==> config.mk <==
export PLATFORM = sky130hd
export DESIGN_NAME = spi_host_ctrl
export DESIGN_NICKNAME = d
export VERILOG_FILES = /design/src/rtl/spi_host_pkg.sv /design/src/rtl/spi_byte_fifo.sv /design/src/rtl/spi_shift_engine.sv /design/src/rtl/spi_host_ctrl.sv
export SDC_FILE = /design/constraint.sdc
export NUM_CORES = 2
export LEC_CHECK = 0
export BUFFER_PORTS_ARGS = -buffer_cell sky130_fd_sc_hd__buf_2
export CAP_MARGIN = 20
export CORE_AREA = 4 4 581 583
export DETAILED_ROUTE_END_ITERATION = 7
export DIE_AREA = 0 0 585 587
export GPL_ROUTABILITY_DRIVEN = 0
export PLACE_DENSITY = 0.73
export SYNTH_ARGS = -nofsm -noshare
export SYNTH_HDL_FRONTEND = slang
export SYNTH_SLANG_ARGS = --single-unit
==> constraint.sdc <==
create_clock -name clk_i -period 5.94 [get_ports clk_i]
set_clock_uncertainty 0.1 [all_clocks]
set_input_delay 0.297 -clock clk_i [delete_from_list [all_inputs] [get_ports clk_i]]
set_output_delay 0.297 -clock clk_i [all_outputs]
set_load 0.05 [all_outputs]
==> src/rtl/spi_host_pkg.sv <==
package spi_host_pkg;
  localparam logic [6:0] ADR_SRST = 7'h40;
  localparam logic [6:0] ADR_CTRL = 7'h60;
  localparam logic [6:0] ADR_STAT = 7'h64;
  localparam logic [6:0] ADR_TXD  = 7'h68;
  localparam logic [6:0] ADR_RXD  = 7'h6C;
  localparam logic [6:0] ADR_SEL  = 7'h70;
  localparam logic [6:0] ADR_TXOC = 7'h74;
  localparam logic [6:0] ADR_RXOC = 7'h78;

  localparam logic [31:0] SRST_KEY   = 32'h0000_000A;
  localparam logic [31:0] EMPTY_MARK = 32'hDEAD_BEEF;

  localparam int CTRL_TX_FLUSH = 5;
  localparam int CTRL_RX_FLUSH = 6;
  localparam int CTRL_INHIBIT  = 8;
endpackage

==> src/rtl/spi_byte_fifo.sv <==
module spi_byte_fifo #(
  parameter int DEPTH = 256,
  parameter int W     = 8,
  localparam int AW   = $clog2(DEPTH),
  localparam int CW   = AW + 1
) (
  input  logic          clk_i,
  input  logic          rst_ni,
  input  logic          flush_i,
  input  logic          push_i,
  input  logic [W-1:0]  wdata_i,
  input  logic          pop_i,
  output logic [W-1:0]  rdata_o,
  output logic [CW-1:0] count_o,
  output logic          full_o,
  output logic          empty_o
);
  logic [W-1:0]  mem_q [DEPTH];
  logic [AW-1:0] wp_q, rp_q;
  logic [CW-1:0] cnt_q;
  logic          do_push, do_pop;

  assign full_o  = (cnt_q == CW'(DEPTH));
  assign empty_o = (cnt_q == '0);
  assign do_push = push_i && !full_o;
  assign do_pop  = pop_i && !empty_o;
  assign rdata_o = mem_q[rp_q];
  assign count_o = cnt_q;

  always_ff @(posedge clk_i) begin
    if (do_push && !flush_i) mem_q[wp_q] <= wdata_i;
  end

  always_ff @(posedge clk_i or negedge rst_ni) begin
    if (!rst_ni) begin
      wp_q <= '0; rp_q <= '0; cnt_q <= '0;
    end else if (flush_i) begin
      wp_q <= '0; rp_q <= '0; cnt_q <= '0;
    end else begin
      if (do_push) wp_q <= wp_q + AW'(1);
      if (do_pop)  rp_q <= rp_q + AW'(1);
      case ({do_push, do_pop})
        2'b10:   cnt_q <= cnt_q + CW'(1);
        2'b01:   cnt_q <= cnt_q - CW'(1);
        default: cnt_q <= cnt_q;
      endcase
    end
  end

  AST_FIFO_BOUND: assert property (@(posedge clk_i) disable iff (!rst_ni)
    cnt_q <= CW'(DEPTH));
  AST_FULL_REJECT: assert property (@(posedge clk_i) disable iff (!rst_ni)
    full_o && push_i && !pop_i && !flush_i |=> full_o && $stable(wp_q));
  AST_EMPTY_NO_POP: assert property (@(posedge clk_i) disable iff (!rst_ni)
    empty_o && pop_i && !push_i && !flush_i |=> empty_o && $stable(rp_q));
endmodule

==> src/rtl/spi_shift_engine.sv <==
module spi_shift_engine #(
  parameter int CLK_DIV = 2,
  localparam int DW     = $clog2(CLK_DIV + 1)
) (
  input  logic       clk_i,
  input  logic       rst_ni,
  input  logic       abort_i,
  input  logic       start_i,
  input  logic [7:0] tx_byte_i,
  input  logic       miso_i,
  output logic       busy_o,
  output logic       done_o,
  output logic [7:0] rx_byte_o,
  output logic       sck_o,
  output logic       mosi_o
);
  logic [DW-1:0] div_q;
  logic [2:0]    bit_q;
  logic [7:0]    tx_sr_q, rx_sr_q;
  logic          sck_q, busy_q, done_q, tick;

  assign tick = (div_q == DW'(CLK_DIV - 1));

  always_ff @(posedge clk_i or negedge rst_ni) begin
    if (!rst_ni) begin
      div_q <= '0; bit_q <= '0; tx_sr_q <= '0; rx_sr_q <= '0;
      sck_q <= 1'b0; busy_q <= 1'b0; done_q <= 1'b0;
    end else if (abort_i) begin
      div_q <= '0; bit_q <= '0;
      sck_q <= 1'b0; busy_q <= 1'b0; done_q <= 1'b0;
    end else begin
      done_q <= 1'b0;
      if (!busy_q) begin
        if (start_i) begin
          busy_q  <= 1'b1;
          tx_sr_q <= tx_byte_i;
          div_q   <= '0;
          bit_q   <= '0;
          sck_q   <= 1'b0;
        end
      end else if (tick) begin
        div_q <= '0;
        if (!sck_q) begin
          sck_q   <= 1'b1;
          rx_sr_q <= {rx_sr_q[6:0], miso_i};
        end else begin
          sck_q <= 1'b0;
          if (bit_q == 3'd7) begin
            busy_q <= 1'b0;
            done_q <= 1'b1;
          end else begin
            bit_q   <= bit_q + 3'd1;
            tx_sr_q <= {tx_sr_q[6:0], 1'b0};
          end
        end
      end else begin
        div_q <= div_q + DW'(1);
      end
    end
  end

  assign busy_o    = busy_q;
  assign done_o    = done_q;
  assign rx_byte_o = rx_sr_q;
  assign sck_o     = sck_q;
  assign mosi_o    = tx_sr_q[7];

  AST_SCK_IDLE_LOW: assert property (@(posedge clk_i) disable iff (!rst_ni)
    !busy_q |-> !sck_q);
  AST_MOSI_HOLD_HIGH: assert property (@(posedge clk_i) disable iff (!rst_ni)
    sck_q && $past(sck_q) |-> $stable(mosi_o));
  AST_DONE_SINGLE: assert property (@(posedge clk_i) disable iff (!rst_ni)
    done_q |=> !done_q);
endmodule

==> src/rtl/spi_host_ctrl.sv <==
module spi_host_ctrl
  import spi_host_pkg::*;
#(
  parameter int FIFO_DEPTH = 256,
  parameter int NUM_SS     = 1,
  parameter int CLK_DIV    = 2,
  localparam int CW        = $clog2(FIFO_DEPTH) + 1
) (
  input  logic              clk_i,
  input  logic              rst_ni,
  input  logic              reg_wr_i,
  input  logic              reg_rd_i,
  input  logic [6:0]        reg_addr_i,
  input  logic [31:0]       reg_wdata_i,
  output logic [31:0]       reg_rdata_o,
  output logic              sck_o,
  output logic              mosi_o,
  input  logic              miso_i,
  output logic [NUM_SS-1:0] ss_no,
  output logic              evt_tx_empty_o,
  output logic              evt_rx_not_empty_o,
  output logic              evt_rx_full_o,
  output logic              evt_rx_overrun_o
);
  logic [31:0]   ctrl_q, sel_q;
  logic          soft_rst, ctrl_wr, inhibit;
  logic          tx_flush, rx_flush, tx_push, tx_pop, rx_push, rx_pop;
  logic [7:0]    tx_head, rx_head, eng_rx;
  logic [CW-1:0] tx_cnt, rx_cnt;
  logic          tx_full, tx_empty, rx_full, rx_empty;
  logic          eng_busy, eng_done, eng_start;
  logic [31:0]   tx_occ, rx_occ;

  assign soft_rst = reg_wr_i && reg_addr_i == ADR_SRST && reg_wdata_i == SRST_KEY;
  assign ctrl_wr  = reg_wr_i && reg_addr_i == ADR_CTRL;
  assign inhibit  = ctrl_q[CTRL_INHIBIT];
  assign tx_flush = soft_rst || (ctrl_wr && reg_wdata_i[CTRL_TX_FLUSH]);
  assign rx_flush = soft_rst || (ctrl_wr && reg_wdata_i[CTRL_RX_FLUSH]);
  assign tx_push  = reg_wr_i && reg_addr_i == ADR_TXD;
  assign rx_pop   = reg_rd_i && reg_addr_i == ADR_RXD;

  assign eng_start = !eng_busy && !inhibit && !tx_empty && !soft_rst;
  assign tx_pop    = eng_start;
  assign rx_push   = eng_done && !rx_full;

  always_ff @(posedge clk_i or negedge rst_ni) begin
    if (!rst_ni) begin
      ctrl_q <= '0;
      sel_q  <= '1;
    end else if (soft_rst) begin
      ctrl_q <= '0;
      sel_q  <= '1;
    end else begin
      if (ctrl_wr) begin
        ctrl_q <= reg_wdata_i;
        ctrl_q[CTRL_TX_FLUSH] <= 1'b0;
        ctrl_q[CTRL_RX_FLUSH] <= 1'b0;
      end
      if (reg_wr_i && reg_addr_i == ADR_SEL) sel_q <= reg_wdata_i;
    end
  end

  spi_byte_fifo #(.DEPTH(FIFO_DEPTH), .W(8)) u_tx_fifo (
    .clk_i, .rst_ni, .flush_i(tx_flush), .push_i(tx_push),
    .wdata_i(reg_wdata_i[7:0]), .pop_i(tx_pop), .rdata_o(tx_head),
    .count_o(tx_cnt), .full_o(tx_full), .empty_o(tx_empty));

  spi_byte_fifo #(.DEPTH(FIFO_DEPTH), .W(8)) u_rx_fifo (
    .clk_i, .rst_ni, .flush_i(rx_flush), .push_i(rx_push),
    .wdata_i(eng_rx), .pop_i(rx_pop), .rdata_o(rx_head),
    .count_o(rx_cnt), .full_o(rx_full), .empty_o(rx_empty));

  spi_shift_engine #(.CLK_DIV(CLK_DIV)) u_engine (
    .clk_i, .rst_ni, .abort_i(soft_rst), .start_i(eng_start),
    .tx_byte_i(tx_head), .miso_i, .busy_o(eng_busy), .done_o(eng_done),
    .rx_byte_o(eng_rx), .sck_o, .mosi_o);

  assign tx_occ = tx_empty ? '0 : 32'(tx_cnt - CW'(1));
  assign rx_occ = rx_empty ? '0 : 32'(rx_cnt - CW'(1));

  always_comb begin
    reg_rdata_o = '0;
    case (reg_addr_i)
      ADR_CTRL: reg_rdata_o = ctrl_q;
      ADR_STAT: reg_rdata_o = {28'd0, tx_full, tx_empty, rx_full, rx_empty};
      ADR_RXD:  reg_rdata_o = rx_empty ? EMPTY_MARK : {24'd0, rx_head};
      ADR_SEL:  reg_rdata_o = sel_q;
      ADR_TXOC: reg_rdata_o = tx_occ;
      ADR_RXOC: reg_rdata_o = rx_occ;
      default:  reg_rdata_o = '0;
    endcase
  end

  assign ss_no              = sel_q[NUM_SS-1:0];
  assign evt_tx_empty_o     = eng_done && tx_empty;
  assign evt_rx_not_empty_o = eng_done && tx_empty;
  assign evt_rx_full_o      = rx_push && rx_cnt == CW'(FIFO_DEPTH - 1);
  assign evt_rx_overrun_o   = eng_done && rx_full;

  AST_INHIBIT_HOLD: assert property (@(posedge clk_i) disable iff (!rst_ni)
    inhibit && !eng_busy && !ctrl_wr |=> !eng_busy);
  AST_OVERRUN_KEEPS_FULL: assert property (@(posedge clk_i) disable iff (!rst_ni)
    evt_rx_overrun_o && !rx_pop && !rx_flush |=> rx_full);
  AST_CTRL_FLUSH_BITS: assert property (@(posedge clk_i) disable iff (!rst_ni)
    ctrl_wr |=> !ctrl_q[CTRL_TX_FLUSH] && !ctrl_q[CTRL_RX_FLUSH]);
  AST_SRST_SELECTS: assert property (@(posedge clk_i) disable iff (!rst_ni)
    soft_rst |=> &sel_q && ctrl_q == '0 && tx_empty && rx_empty);
endmodule

==> metrics <==
outcome=finished, violations left; failing checks=design-rule violations; port buffer count=82; most used cell, CP=nor4_1; Worst-Skew Late Latency=0.91 ns; die area=0.343 sq mm; DRT Wirelength=411,000 um; async set or reset register ratio after synthesis=0.0321; commonest cells after routing, fill and taps aside=4,096 x edfxtp_1, 1,150 x mux4_2, 698 x nor2_1, 397 x clkbuf_16, 226 x buf_4; Lkg Pwr=57.3 nW; fmax=0.170 GHz; CP Cell Sequence=nor4_1 -> and4_1 -> or3b_2 -> nor2_1 -> nor4_1 -> o221ai_1 -> a21oi_1 -> nand2_1 -> buf_2; first-pass GRT wire length=598,000 um; Slew Viols, Final=0; Synth Flop Type=edfxtp_1; post-route ant nets=0; Sink Count=4,232; final setup violation count=0; Die Wd=585 um; Worst setup EP type=output port; combinational share of power=0.180; Worst Hold Class=input pin to flop; H-tree depth=5; Die Y-Extent=587 um; largest family of logic cells by synthesized area=multiplexers; worst relative slew slack=0.165; Final nets=8,144; Least-Margin Pin Slew=1.25 ns; register area share after synthesis=0.762; Compound-Gate Fraction of Synth Area=0.0200; Boundary Pins=83; largest net degree at the start of global routing=242; Worst Setup Path Type=flop to output port; Area growth syn-to-layout=11.8%; adder-cell area share of the yosys netlist=0.00201; Post-route DRC=1; most common cell after layout, fill and taps aside=edfxtp_1; clock buffer depth=4; Via Count=83,060; detailed placement HPWL=247,000 um; Yosys reg bits=4,232; unrepaired setup endpoints after global routing=false; proportion of layout cells with a drive suffix above 1=0.258; Core ar.=0.333 sq mm; WL per Instance=32.2 um; Synth cell types=78; initial antenna violation count=20; Int Pwr=55.3 mW; Synth Area in Simple Gates=0.0279; Startpoint Class=flop; final hold violations=0; gr usage total=0.237; switching share of power=0.265; drt pass-1 iters=8; VDD IR-drop max=0.000445 V; Clock Tree Root=clkbuf_16; slowest stage delay, CP=0.87 ns; Gate Count Post-Synth=7,764; PD cells=405 mW/mm^2; Max Cap Violations=0; TritonCTS clock tree=built; Vias per Instance=6.50; num rows=212; post-synthesis mux area share=0.170; Synth Cell Area=0.166 sq mm; number of flops mapped to enable cells by yosys=4,096; critical path arrival=5.48 ns; switching power=19.9 mW; number of buffers created by CTS=390; xor/xnor share of the synthesized area=0.00269; final worst path period share=0.989; CTS clock-pin slew for the worst setup and hold paths=0.06 ns; Yosys Warn Count=0; sequential share of power=0.481; initial drt markers=12,457; slowest CP cell=nor4_1; Initial Utilization=0.499; Synthesized Nets=7,834; setup TNS=0 ns; minimum clock period=5.87 ns; CP max FO=10; mean post-synth cell area=21.4 sq um; number of global-route vias before repair=83,356; final hold slack=0.0985 ns; clock power share=0.339; total grt overflow=0; Worst EP required=5.54 ns
==> state kept, by name, summed over array words and instances, names as in the netlist <==
| register | count |
|---|---|
| u_rx_fifo.rp_q | 8 |
| u_engine.bit_q | 3 |
| u_engine.done_o | 1 |
| u_engine.rx_byte_o | 8 |
| u_engine.tx_sr_q | 8 |
| ctrl_q | 30 |
| sel_q | 32 |
| u_rx_fifo.wp_q | 8 |
| u_rx_fifo.count_o | 9 |
| u_tx_fifo.count_o | 9 |
| u_engine.sck_o | 1 |
| u_rx_fifo.mem_q | 2048 |
| u_tx_fifo.rp_q | 8 |
| u_tx_fifo.wp_q | 8 |
| u_tx_fifo.mem_q | 2048 |
| u_engine.div_q | 2 |
| u_engine.busy_o | 1 |
==> per-stage QoR <==
step | power [mW] | std cells | area (sq um) | util | setup WS (ns)
2_1_floorplan | 45.8 | 7764 | 166000 | - | 1.84
3_3_place_gp | 49.8 | 12021 | 172000 | 0.517 | 1.10
3_5_place_dp | 50.2 | 12025 | 172000 | 0.517 | 1.16
4_1_cts | 75.3 | 12767 | 185000 | 0.557 | 0.179
5_1_grt | 77.5 | 12775 | 185000 | 0.558 | 0.0505
6_report | 75.2 | 12784 | 185000 | 0.558 | 0.0673
==> cell type report <==
| type | count | area [sq um] |
|---|---|---|
| inverters | 20 | 82.6 |
| fillers | 23590 | 147000 |
| repair buffers | 385 | 3380 |
| diodes | 11 | 27.5 |
| clock buffers | 465 | 10200 |
| well taps | 4387 | 5490 |
| clock inverters | 239 | 2680 |
| multi-input cells | 3045 | 37100 |
| flip-flops and latches | 4232 | 127000 |
==> Yosys cell counts, drive strengths merged, types with 32 or more instances <==
master	n	area [sq um]
edfxtp	4096	123000
mux4	1150	25900
nor2	702	2640
buf	248	1550
mux2i	224	2240
clkbuf	219	823
nand2	174	653
a21oi	104	521
dfrtp	104	2600
o21ai	99	499
nand3	63	315
a22oi	55	413
dfstp	32	841
==> worst paths after layout <==
check / from / to / slack, ns / cells after the start
worst max-delay path: u_rx_fifo.count_o[4] / reg_rdata_o[2] / 0.07 / 9
worst min-delay path: reg_addr_i[0] / ctrl_q[10] / 0.1 / 6
worst max register to register: u_tx_fifo.rp_q[2] / u_engine.tx_sr_q[6] / 1.21 / 8
worst min register to register: u_engine.tx_sr_q[0] / u_engine.tx_sr_q[0] / 0.41 / 2
max in group asynchronous: rst_ni / u_engine.rx_byte_o[7] / 3.82 / 5
min in group asynchronous: rst_ni / u_engine.rx_byte_o[0] / 0.56 / 4
==> critical path, delay by kind of cell, from the launching register on <==
kind                   cells  cell delay (ns)
AND/OR/NAND/NOR            6             2.70
AO/OA/AOI/OAI              2             1.07
buffers and inverters      1             0.29
flip-flops                 1             0.50
==> power by group through the flow <==
stage,clock [mW],sequential (mW),combinational [mW]
detailed placement,0,36.8,13.4
finish,25.5,36.2,13.5
global placement,0,36.7,13.1
global route,27.1,36.2,14.2
CTS,25.7,36.1,13.5
floorplan,0,37.4,8.39
==> repair_timing <==
| action | CTS | global route |
|---|---|---|
| endpoints found under the setup margin | 0 | 1 |
| hold buffers | 38 | 0 |
| gates resized for setup | 0 | 1 |
| setup buffers | 0 | 0 |
| hold endpoints to repair | 319 | 0 |
==> routing by layer <==
layer / track usage / part of all wire
met4: 0.0763 / 0.036
met1: 0.332 / 0.37
met3: 0.0634 / 0.12
met2: 0.368 / 0.47
met5: 0.000700 / 0.00031
==> cell families after synthesis <==
group / after synthesis
buf+inv: 487
xor+xnor: 51
fa+ha+maj: 26
simple gates: 1095
mux: 1385
flops: 4232
compound gates: 488
Note: power is estimated with default switching activity, not from simulation.
